File: src/rtl/tru_pkg.sv
package tru_pkg;
    localparam int CHILD_N   = 2;
    localparam int LOCAL_BIT = 0;
    localparam int CHILD_LO  = 1;
    localparam int PARENT_LO = CHILD_LO + CHILD_N;

    typedef enum logic [1:0] {
        RK_LOCAL = 2'd0,
        RK_UP    = 2'd1,
        RK_DOWN  = 2'd2,
        RK_FAULT = 2'd3
    } route_kind_e;
endpackage

File: src/rtl/tru_rel_addr.sv
module tru_rel_addr #(
    parameter int ADDR_W = 5,
    parameter int LVL_W  = $clog2(ADDR_W + 1)
) (
    input  logic [ADDR_W-1:0] src,
    input  logic [ADDR_W-1:0] dst,
    output logic              same,
    output logic [LVL_W-1:0]  climb
);
    logic [ADDR_W-1:0] rel;

    always_comb begin
        rel   = src ^ dst;
        same  = (rel == '0);
        climb = '0;
        for (int b = 0; b < ADDR_W; b++) begin
            if (rel[b]) climb = LVL_W'(b + 1);
        end
    end
endmodule

File: src/rtl/tru_rr_pick.sv
module tru_rr_pick #(
    parameter int N     = 2,
    parameter int IDX_W = (N > 1) ? $clog2(N) : 1
) (
    input  logic [N-1:0]     req,
    input  logic [IDX_W-1:0] ptr,
    output logic             any,
    output logic [IDX_W-1:0] pick
);
    always_comb begin
        any  = 1'b0;
        pick = '0;
        for (int k = 0; k < N; k++) begin
            int c;
            c = int'(ptr) + k;
            if (c >= N) c = c - N;
            if (!any && req[c]) begin
                any  = 1'b1;
                pick = IDX_W'(c);
            end
        end
    end
endmodule

File: src/rtl/tree_route_unit.sv
module tree_route_unit
    import tru_pkg::*;
#(
    parameter int ADDR_W      = 5,
    parameter int TREE_LEVELS = 4,
    parameter int UP_W        = 2,
    parameter int LVL_W       = $clog2(ADDR_W + 1),
    parameter int NPORT       = PARENT_LO + UP_W
) (
    input  logic              clk,
    input  logic              rst_n,
    input  logic [LVL_W-1:0]  sw_level,
    input  logic              hdr_valid,
    output logic              hdr_ready,
    input  logic [ADDR_W-1:0] hdr_src,
    input  logic [ADDR_W-1:0] hdr_dst,
    input  logic [UP_W-1:0]   up_ready,
    output logic              out_valid,
    input  logic              out_ready,
    output logic [NPORT-1:0]  out_sel,
    output logic              route_err
);
    localparam int IDX_W = (UP_W > 1) ? $clog2(UP_W) : 1;

    typedef struct packed {
        logic             vld;
        logic             err;
        logic [NPORT-1:0] sel;
        logic [IDX_W-1:0] ptr;
    } state_t;

    state_t      st_d, st_q;
    logic        same;
    logic [LVL_W-1:0] climb;
    logic        any_up;
    logic [IDX_W-1:0] up_pick;
    route_kind_e kind;
    logic        child_bit;
    logic        accept;

    tru_rel_addr #(.ADDR_W(ADDR_W), .LVL_W(LVL_W)) u_rel (
        .src   (hdr_src),
        .dst   (hdr_dst),
        .same  (same),
        .climb (climb)
    );

    tru_rr_pick #(.N(UP_W), .IDX_W(IDX_W)) u_pick (
        .req  (up_ready),
        .ptr  (st_q.ptr),
        .any  (any_up),
        .pick (up_pick)
    );

    always_comb begin
        child_bit = 1'b0;
        for (int b = 0; b < ADDR_W; b++) begin
            if (LVL_W'(b + 1) == sw_level) child_bit = hdr_dst[b];
        end

        if (same)
            kind = RK_LOCAL;
        else if (sw_level < climb)
            kind = (sw_level >= LVL_W'(TREE_LEVELS)) ? RK_FAULT : RK_UP;
        else
            kind = RK_DOWN;

        hdr_ready = (!st_q.vld || out_ready) && !(kind == RK_UP && !any_up);
        accept    = hdr_valid && hdr_ready;

        st_d     = st_q;
        st_d.err = 1'b0;
        if (out_ready) st_d.vld = 1'b0;

        if (accept) begin
            st_d.sel = '0;
            st_d.vld = (kind != RK_FAULT);
            st_d.err = (kind == RK_FAULT);
            case (kind)
                RK_LOCAL: st_d.sel[LOCAL_BIT] = 1'b1;
                RK_DOWN:  st_d.sel[CHILD_LO + int'(child_bit)] = 1'b1;
                RK_UP: begin
                    st_d.sel[PARENT_LO + int'(up_pick)] = 1'b1;
                    st_d.ptr = (int'(up_pick) == UP_W - 1) ? '0 : up_pick + 1'b1;
                end
                default: st_d.sel = '0;
            endcase
        end
    end

    always_ff @(posedge clk) begin
        if (!rst_n) st_q <= '0;
        else        st_q <= st_d;
    end

    assign out_valid = st_q.vld;
    assign out_sel   = st_q.sel;
    assign route_err = st_q.err;

    AST_HOLD_STABLE: assert property (@(posedge clk) disable iff (!rst_n)
        (out_valid && !out_ready) |=> (out_valid && $stable(out_sel)));
    AST_FULL_BLOCKS: assert property (@(posedge clk) disable iff (!rst_n)
        (out_valid && !out_ready) |-> !hdr_ready);
    AST_SEL_ONEHOT: assert property (@(posedge clk) disable iff (!rst_n)
        out_valid |-> ($countones(out_sel) == 1));
    AST_ERR_NO_VALID: assert property (@(posedge clk) disable iff (!rst_n)
        route_err |-> !out_valid);
    AST_UP_READY_LINK: assert property (@(posedge clk) disable iff (!rst_n)
        (accept && kind == RK_UP) |=> ((out_sel[PARENT_LO +: UP_W] & $past(up_ready)) != '0));
endmodule

File: config.mk
export PLATFORM = sky130hd
export DESIGN_NAME = tree_route_unit
export DESIGN_NICKNAME = d
export VERILOG_FILES = /design/src/rtl/tru_pkg.sv /design/src/rtl/tru_rel_addr.sv /design/src/rtl/tru_rr_pick.sv /design/src/rtl/tree_route_unit.sv
export SDC_FILE = /design/constraint.sdc
export NUM_CORES = 1
export LEC_CHECK = 0
export ABC_CLOCK_PERIOD_IN_PS = 2600
export BUFFER_PORTS_ARGS = -buffer_cell sky130_fd_sc_hd__buf_2
export CAP_MARGIN = 20
export CORE_MARGIN = 2
export CORE_UTILIZATION = 45
export CTS_CLUSTER_DIAMETER = 100
export DETAILED_ROUTE_END_ITERATION = 12
export GPL_TIMING_DRIVEN = 0
export PLACE_DENSITY = 0.77
export SKIP_LAST_GASP = 1
export SLEW_MARGIN = 25
export SYNTH_ARGS = -nofsm -noshare
export SYNTH_HDL_FRONTEND = slang
export SYNTH_SLANG_ARGS = --single-unit
File: constraint.sdc
create_clock -name clk -period 2.6 [get_ports clk]
set_input_delay 0.13 -clock clk [delete_from_list [all_inputs] [get_ports clk]]
set_output_delay 0.13 -clock clk [all_outputs]
set_load 0.01 [all_outputs]
==> impl_results.md, run 1 <==
- Setup CP Type: in -> reg
- First-pass GRT wire length: 1950 um
- Family with the most delay on the worst path: compound AO/OA/AOI/OAI gates
- LEAKAGE: 0.396 nW
- Layout cells sized above 1: 31.6%
- Wire per inst: 11.8 um
- Wirelength, routed: 1340 um
- Maximum clock path buffer count: 2
- DIE AREA: 1680 sq um
- Slew headroom: 78.0%
- Power Density: 469 nW/um^2
- Synth top area share: 26.0%
- Post-Syn Area per Cell: 8.92 sq um
- H-tree depth: 1
- RSZ-0062 raised after global routing: false
- Synth top cells by count: dfxtp_1, ha_1, nand2_1, nand2b_1, xor2_1
- Clock power frac: 25.5%
- Drt first pass iters: 4
- Post-route DRC: 0
- Vias in the first global route: 504
- DP HPWL: 1010 um
- Largest net degree at the start of global routing: 11
- Post-Syn Nets: 94
- Initial antenna violation count: 0
- Post-CTS Resized: 0
- PortBufs: 26
- Clock-pin slew on the worst setup and hold paths: 50 ps
- Crit path buffers/inverters: 3
- Critical Path Start Type: input port
- TritonCTS Buffers: 3
- CP required: 2740 ps
- Seq/Total Area, Yosys: 26.0%
- Crit. End Element: flop
- Synth Cell Area: 616 sq um
- Hold WC Path Type: in -> reg
- Worst flop-to-flop path startpoint: out_valid$_SDFFE_PN0P_
- Clock sinks: 8
- Setup TNS: 0 ps
- Grt total ovfl: 0
- Cell with the largest stage delay on the worst path: o311a_1
- Fmax: 428 MHz
- MaxCap Viol Count: 0
- Synth area leader: dfxtp_1
- Synth area leaders: dfxtp_1, ha_1, xor2_1
- Psw: 0.119 mW
- Final worst path period need: 2340 ps
- Netlist cell types: 31
- Startpoint of the worst hold path: rst_n
- Count leader, synth: dfxtp_1
- TritonCTS clock tree: yes
- Critical-path cell list: buf_2, xor2_1, nor2_1, ha_1, nor3_1, a21o_1, a21o_1, ha_1, inv_1, o311a_1, buf_6, a21oi_1, and3b_1
- Synth-to-Final Area Change: 27.8%
- Max-slew violation count: 0
- Postcts setup bufs: 0
- Die H: 41.0 um
- Internal power: 0.250 mW
- Clock skew: 0.370 ps
- Syn Inst Count: 69
- Worst setup margin: 261 ps
- Ant diodes: 0
- WHS Path Cells: 2
- Outcome: finished, final reports clean
- Worst slew pin tran: 327 ps
- Final hold violation count: 0
- Vias: 611
- Worst skew pair latency: 250 ps
- R2r worst-path depth: 5
- Setup violators final: 0
- Initial Util: 47.9%
- CP peak stage delay: 380 ps
- Pre-CTS setup slack: 61.7 ps
- Yosys Warn Count: 0
- Placement Rows: 13
- Period utilisation layout: 90.0%
- Hold path endpoint: out_sel[3]$_SDFFE_PN0P_
- RD Place Congestion: 0.646
- Routed vias/inst: 5.41
- CP arrival: 2480 ps
- Comb power frac: 37.7%
- Fin nets: 125
- Synth Register Bits: 8
- CTS Hold Bufs: 0
- Detail Route Antenna Nets: 0
- Die width: 41.0 um
- Worst VDD drop: 0.251 mV
- Commonest register cell after synthesis: dfxtp_1
- Post-synth EDFFs: 0
- Num ports: 27
- Seq pwr share: 36.8%
- Iter 0 DRT Violations: 4
- Core area: 1280 sq um
- Switching part of the total: 32.2%
- R2R Setup Slk: 1360 ps
- CTS Root Cell: clkbuf_4
- FF-to-FF End: st_q[0]$_SDFFE_PN0P_
- Gr usage total: 18.2%
- Asr flop ratio synth: 0%
- Crit path max fanout: 10
-- worst max-delay path by stage --
stage          cells after the start                    to       start
2_1_floorplan                     12  st_q[0]$_SDFFE_PN0P_  hdr_dst[3]
3_5_place_dp                      13  st_q[0]$_SDFFE_PN0P_  hdr_dst[3]
4_1_cts                           13  st_q[0]$_SDFFE_PN0P_  hdr_dst[3]
5_1_grt                           13  st_q[0]$_SDFFE_PN0P_  hdr_dst[3]
3_3_place_gp                      13  st_q[0]$_SDFFE_PN0P_  hdr_dst[3]
6_report                          13  st_q[0]$_SDFFE_PN0P_  hdr_dst[3]
-- state kept, by name (all words and copies together), names as in the netlist --
register / flops
out_valid: 1
route_err: 1
out_sel: 5
st_q: 1
-- layout make-up --
cell class | instances | area (sq um)
Buffer | 1 | 11.3
Clock buffer | 3 | 22.5
Fill cell | 122 | 498
Inverter | 2 | 7.51
Multi-Input combinational cell | 58 | 437
Sequential cell | 8 | 160
Tap cell | 15 | 18.8
Timing Repair Buffer | 26 | 130
-- cells by family after synthesis --
kind of cell / Yosys count / share of synthesized area (%)
AOI/OAI and AO/OA: 21 / 24.0
and+or+nand+nor: 20 / 18.1
buffers and inverters: 3 / 3.05
muxes: 4 / 6.71
adders and majority gates: 6 / 12.2
DFF: 8 / 26.0
xor gates and xnor gates: 7 / 9.96
-- metal layers --
metal	share of wire (%)	wire (um)	up-vias	track usage, %
met5	0	0	-	0
met4	1.3	18	0	7.50
met3	4.9	66	4	4.89
met2	52	691	15	32.4
met1	42	563	276	20.0
li1	-	-	316	-
-- through the flow --
stage / area, sq um / utilization (%) / std cells / power (mW) / hold WS [ps]
after floorplan: 616 / - / 69 / 0.229 / 258
after global placement: 764 / 59.5 / 110 / 0.271 / 451
after detailed placement: 764 / 59.5 / 110 / 0.274 / 456
after CTS: 787 / 61.2 / 113 / 0.373 / 199
after global routing: 787 / 61.2 / 113 / 0.396 / 216
final: 787 / 61.2 / 113 / 0.369 / 202
-- power groups by stage --
stage	Sequential (mW)	Combinational (mW)	Clock, mW
after global placement	0.138	0.133	0
after global routing	0.137	0.157	0.102
after floorplan	0.142	0.0875	0
after CTS	0.136	0.139	0.0983
final	0.136	0.139	0.0942
after detailed placement	0.138	0.136	0
-- cell usage in the layout, fill, tap and decap left out, drive strengths merged, types with 2 or more instances in the layout --
cell | netlist | final
clkbuf | 0 | 3
nand2b | 4 | 4
nand2 | 4 | 4
o22ai | 3 | 3
dfxtp | 8 | 8
a21o | 3 | 3
xnor2 | 3 | 3
a21boi | 3 | 3
xor2 | 4 | 4
nor3 | 2 | 2
a21oi | 3 | 3
buf | 1 | 27
inv | 2 | 2
and3 | 2 | 2
o21ai | 3 | 3
mux2i | 3 | 3
ha | 6 | 6
nand3 | 2 | 2
Note: power is estimated with default switching activity, not from simulation.
==> run 2, diff against run 1 <==
BUFFER_PORTS_ARGS = -buffer_cell sky130_fd_sc_hd__buf_4   (was -buffer_cell sky130_fd_sc_hd__buf_2)
REMOVE_ABC_BUFFERS = 1   (was not set)
==> run 2 against run 1 <==
Non-clock buffer count down 1. Power rose by 1.7%. Via count stayed put. Clock skew up 4.3 ps. Design area up 6.8%. Highest routed layer is now met3.
==> impl_results.md, run 2 (synthesis gave the netlist of run 1 again) <==
- Initial antenna violation count: 0 (unchanged)
- Largest register FFs: 5 (unchanged)
- TritonCTS clock tree: yes
- Num ports: 27 (unchanged)
- Core area: 1280 sq um (unchanged)
- CP arrival: 2490 ps (about the same)
- Iter 0 DRT Violations: 2 (-2)
- Worst slew pin tran: 374 ps (+46.5 ps)
- Worst setup margin: 250 ps (-11.3 ps)
- LEAKAGE: 0.407 nW (+2.8%)
- Fmax: 426 MHz (-0.48%)
- Non-Filler Instances: 112 (-0.88%)
- R2r worst-path depth: 4 (-1)
- Synth-to-Final Area Change: 36.6%
- Setup violators final: 0 (unchanged)
- Routed vias/inst: 5.46 (+0.89%)
- RD Place Congestion: 0.766 (+19%)
- H-tree depth: 1 (unchanged)
- MaxCap Viol Count: 0 (unchanged)
- Setup TNS: 0 ps (unchanged)
- Largest net degree at the start of global routing: 12 (+1)
- Vias in the first global route: 533 (+5.8%)
- TritonCTS Buffers: 3 (unchanged)
- Power Density: 446 nW/um^2 (-4.8%)
- Cells after DPL: 109 (-0.91%)
- Worst VDD drop: 0.163 mV (-35%)
- Outcome: finished, final reports clean
- Layout cells sized above 1: 30.9% (-0.70 points)
- Clock-pin slew on the worst setup and hold paths: 50 ps (about the same)
- Pre-CTS setup slack: 7.53 ps (-54.1 ps)
- Initial Util: 47.9% (unchanged)
- PortBufs: 26 (unchanged)
- CP required: 2740 ps (about the same)
- Commonest cells after routing, fill and taps aside: buf_4, dfxtp_1, ha_1
- Grt total ovfl: 0 (unchanged)
- Switching part of the total: 30.9% (-1.3 points)
- Hold WC Path Type: in -> reg
- Final hold violation count: 0 (unchanged)
- Setup CP Type: in -> reg
- Die H: 41.0 um (unchanged)
- Clock skew: 4.70 ps (+4.33 ps)
- Post-CTS Resized: 0 (unchanged)
- Postcts setup bufs: 0 (unchanged)
- Placement Rows: 13 (unchanged)
- FILL cells: 115 (-5.7%)
- Vias: 611 (unchanged)
- Wirelength, routed: 1350 um (+0.45%)
- Commonest non-fill, non-tap cell in the layout: buf_4
- Die width: 41.0 um (unchanged)
- Seq pwr share: 36.3% (-0.5 points)
- WHS Path Cells: 2 (unchanged)
- Psw: 0.116 mW (-2.5%)
- DP HPWL: 1110 um (+10%)
- Final worst path period need: 2350 ps (+11.3 ps)
- Clock sinks: 8 (unchanged)
- Crit. End Element: flop
- Worst skew pair latency: 250 ps (about the same)
- DIE AREA: 1680 sq um (unchanged)
- CTS Hold Bufs: 0 (unchanged)
- Crit path max fanout: 11 (+1)
- Period utilisation layout: 90.4% (+0.43 points)
- Post-route DRC: 0 (unchanged)
- Util after Layout: 65.4% (+4.2 points)
- RSZ-0062 raised after global routing: false
- Internal power: 0.260 mW (+3.8%)
- Detail Route Antenna Nets: 0 (unchanged)
- Fin nets: 124 (-0.80%)
- Ant diodes: 0 (unchanged)
- Comb power frac: 39.3% (+1.6 points)
- First-pass GRT wire length: 2070 um (+6.4%)
- Maximum clock path buffer count: 2 (unchanged)
- CTS Root Cell: clkbuf_4
- Clock power frac: 24.4% (-1.1 points)
- Critical Path Start Type: input port
- Drt first pass iters: 4 (unchanged)
- Gr usage total: 18.8% (+0.61 points)
- Wire per inst: 12.0 um (+1.3%)
- Slew headroom: 74.9% (-3.1 points)
- Max-slew violation count: 0 (unchanged)
run 2: critical path, cell delays in order:
cell and delay [ps]:
buf_4 110, xor2_1 240, nor2_1 110, ha_1 320
nor3_1 190, a21o_1 130, a21o_1 120, ha_1 220
inv_1 70, o311a_1 480, a21oi_1 180, and3b_1 180
run 2: final timing paths:
path | start | slack (ps) | end
hold / removal | rst_n | 170 | out_sel[0]$_SDFFE_PN0P_
setup / recovery | hdr_dst[3] | 250 | st_q[0]$_SDFFE_PN0P_
setup reg to reg | out_valid$_SDFFE_PN0P_ | 1280 | st_q[0]$_SDFFE_PN0P_
hold reg to reg | out_sel[3]$_SDFFE_PN0P_ | 470 | out_sel[3]$_SDFFE_PN0P_
run 2: power groups by stage:
stage	Clock, mW	Combinational (mW)	Sequential (mW)
after CTS	0.0960	0.148	0.136
after detailed placement	0	0.147	0.139
after floorplan	0	0.0840	0.142
after global routing	0.103	0.165	0.137
after global placement	0	0.144	0.138
final	0.0915	0.148	0.136
run 2: layout make-up:
class | count | area (sq um) | area share [%]
well taps | 15 | 18.8 | 2.23
multi-input cells | 58 | 437 | 51.9
clock buffers | 3 | 22.5 | 2.68
repair buffers | 26 | 195 | 23.2
flip-flops and latches | 8 | 160 | 19.0
inverters | 2 | 7.51 | 0.893
run 2: per-stage QoR:
step	cell area [sq um]	total power, mW	hold WS, ps
detailed placement	818	0.286	416
global placement	818	0.282	423
floorplan	604	0.226	258
finish	841	0.375	170
global route	841	0.406	182
CTS	841	0.380	166
run 2: per-layer routing:
metal  global-route usage [%]  share of wire (%)
met3                     1.63                5.1
met1                     19.2                 40
met5                        0                  0
met4                     10.0                  0
met2                     36.7                 54
==> run 3, diff against run 2 <==
ABC_AREA = 1   (was not set)
==> run 3 against run 2 <==
Sequential power hardly changed. Register-to-register slack improved by 230 ps. Sequential share of layout area shrank 0.22 points. Power shrank 2.0%. Critical path depth up 9. Fmax increased by 13%. Die area down 0.17%.
==> impl_results.md, run 3 <==
- Die H: 41.0 um (about the same)
- Clock skew: 6.42 ps (+1.72 ps)
- Worst VDD drop: 0.227 mV (+39%)
- Worst skew pair latency: 260 ps (about the same)
- Hold WC Path Type: in -> reg
- Total power: 0.368 mW (-2.0%)
- Clock-pin slew on the worst setup and hold paths: 60 ps (about the same)
- Power Density: 432 nW/um^2 (-3.2%)
- Synth top cells by count: nand2_1, inv_1, a21oi_1, dfxtp_1, ha_1
- Largest register FFs: 5 (unchanged)
- Post-route DRC: 0 (unchanged)
- Syn Inst Count: 93 (+35%)
- Crit. End Element: flop
- Critical Path Start Type: input port
- Synth Cell Area: 614 sq um (-0.20%)
- Vias in the first global route: 536 (+0.56%)
- CP arrival: 2230 ps (-260 ps)
- Commonest register cell after synthesis: dfxtp_1
- Synth area leader: dfxtp_1
- Worst slew pin tran: 278 ps (-95.9 ps)
- Commonest cells after routing, fill and taps aside: nand2_1, buf_4, inv_1
- CTS Hold Bufs: 0 (unchanged)
- PortBufs: 26 (unchanged)
- Gr usage total: 18.7% (-0.15 points)
- Synth-to-Final Area Change: 38.5%
- Synth top area share: 26.1% (+0.053 points)
- DP HPWL: 1150 um (+3.1%)
- DIE AREA: 1680 sq um (-0.17%)
- H-tree depth: 1 (unchanged)
- Routed vias/inst: 4.79 (-12%)
- Max-slew violation count: 0 (unchanged)
- MaxCap Viol Count: 0 (unchanged)
- FILL cells: 130 (+13%)
- Placement Rows: 13 (unchanged)
- Post-synth EDFFs: 0 (unchanged)
- Drt first pass iters: 4 (unchanged)
- Largest net degree at the start of global routing: 9 (-3)
- Grt total ovfl: 0 (unchanged)
- Maximum clock path buffer count: 2 (unchanged)
- Asr flop ratio synth: 0% (unchanged)
- Synth Register Bits: 8 (unchanged)
- Fin nets: 149 (+20%)
- Initial antenna violation count: 0 (unchanged)
- Outcome: finished, final reports clean
- Period utilisation layout: 80.1% (-10 points)
- Setup TNS: 0 ps (unchanged)
- Synth area leaders: dfxtp_1, nand2_1, ha_1
- Wire per inst: 9.64 um (-20%)
- Count leader, synth: nand2_1
- Ant diodes: 0 (unchanged)
- Yosys Warn Count: 0 (unchanged)
- CP required: 2740 ps (about the same)
- Area of the multi-input gates: 377 sq um (-14%)
- Crit path max fanout: 8 (-3)
- Fmax: 480 MHz (+13%)
- Setup CP Type: in -> reg
- Register area: 160 sq um (unchanged)
- Final worst path period need: 2080 ps (-267 ps)
- Core area: 1280 sq um (unchanged)
- Wirelength, routed: 1320 um (-1.8%)
- Seq/Total Area, Yosys: 26.1% (+0.053 points)
- Detail Route Antenna Nets: 0 (unchanged)
- Initial Util: 47.8% (-0.097 points)
- Vias: 656 (+7.4%)
- Clock sinks: 8 (unchanged)
- CTS Root Cell: clkbuf_4
- Num ports: 27 (unchanged)
- TritonCTS clock tree: yes
- Final hold violation count: 0 (unchanged)
- First-pass GRT wire length: 1970 um (-4.7%)
- Post-CTS Resized: 0 (unchanged)
- Commonest non-fill, non-tap cell in the layout: nand2_1
- Postcts setup bufs: 0 (unchanged)
- TritonCTS Buffers: 3 (unchanged)
- LEAKAGE: 0.461 nW (+13%)
- Die width: 41.0 um (about the same)
- Setup violators final: 0 (unchanged)
- Netlist cell types: 21 (-32%)
- Slew headroom: 81.5% (+6.6 points)
- Iter 0 DRT Violations: 6 (+4)
- RD Place Congestion: 0.851 (+11%)
- Layout cells sized above 1: 31.1% (+0.22 points)
- RSZ-0062 raised after global routing: false
- Post-Syn Area per Cell: 6.61 sq um (-26%)
run 3: cell type report:
| type | instances | share of cell area (%) |
|---|---|---|
| Clock buffer | 3 | 2.65 |
| Timing Repair Buffer | 26 | 22.9 |
| Sequential cell | 8 | 18.8 |
| Multi-Input combinational cell | 65 | 44.3 |
| Inverter | 20 | 9.12 |
| Tap cell | 15 | 2.21 |
run 3: per-stage QoR:
step | hold slack, ps | utilization, % | worst slack, ps | instances | cell area, sq um
floorplan | 316 | - | 591 | 93 | 614
global placement | 407 | 64.5 | 325 | 134 | 828
detailed placement | 423 | 64.5 | 217 | 134 | 828
CTS | 155 | 66.2 | 488 | 137 | 851
global route | 192 | 66.2 | 263 | 137 | 851
finish | 151 | 66.2 | 517 | 137 | 851
run 3: cells by family (layout without fill, tap and decap cells):
kind of cell    count (synthesis)  in the layout  synth area share [%]
fa+ha+maj                       6              6                  12.2
flops                           8              8                  26.1
xor+xnor                        3              3                  4.28
buf+inv                        20             49                  12.6
compound gates                 13             13                  12.6
simple gates                   43             43                  32.2
run 3: routing by layer:
layer  wire length (um)  GRT usage [%]
met3                 84           6.52
met4                  0           7.50
met1                467           15.5
met5                  0              0
met2                769           38.3
run 3: power by group:
group | total, mW | internal [mW] | switching, mW
clock | 0.0970 | 0.0530 | 0.0440
sequential | 0.134 | 0.131 | 0.00337
combinational | 0.136 | 0.0623 | 0.0741
run 3: worst paths after layout:
kind,cells past startpoint,to,slack [ps],start
worst max register to register,9,out_sel[4]$_SDFFE_PN0P_,1510,out_valid$_SDFFE_PN0P_
worst min register to register,2,out_sel[2]$_SDFFE_PN0P_,470,out_sel[2]$_SDFFE_PN0P_
worst min-delay path,4,out_valid$_SDFFE_PN0P_,150,out_ready
worst max-delay path,21,out_sel[4]$_SDFFE_PN0P_,520,hdr_dst[4]
run 3: worst max-delay path, cell delays in order:
cell and delay, ps:
buf_4 120, xnor2_1 200, nand2_1 90, inv_1 80, nand2_1 60, ha_1 270
nand2_1 70, inv_1 30, nand2_1 70, nand3_1 120, inv_1 110, ha_1 210
nand3b_1 90, nand2_1 80, inv_2 50, nand2_4 110, inv_4 60, nand2_2 100
nor2_4 50, a21oi_2 110, nor2_2 40
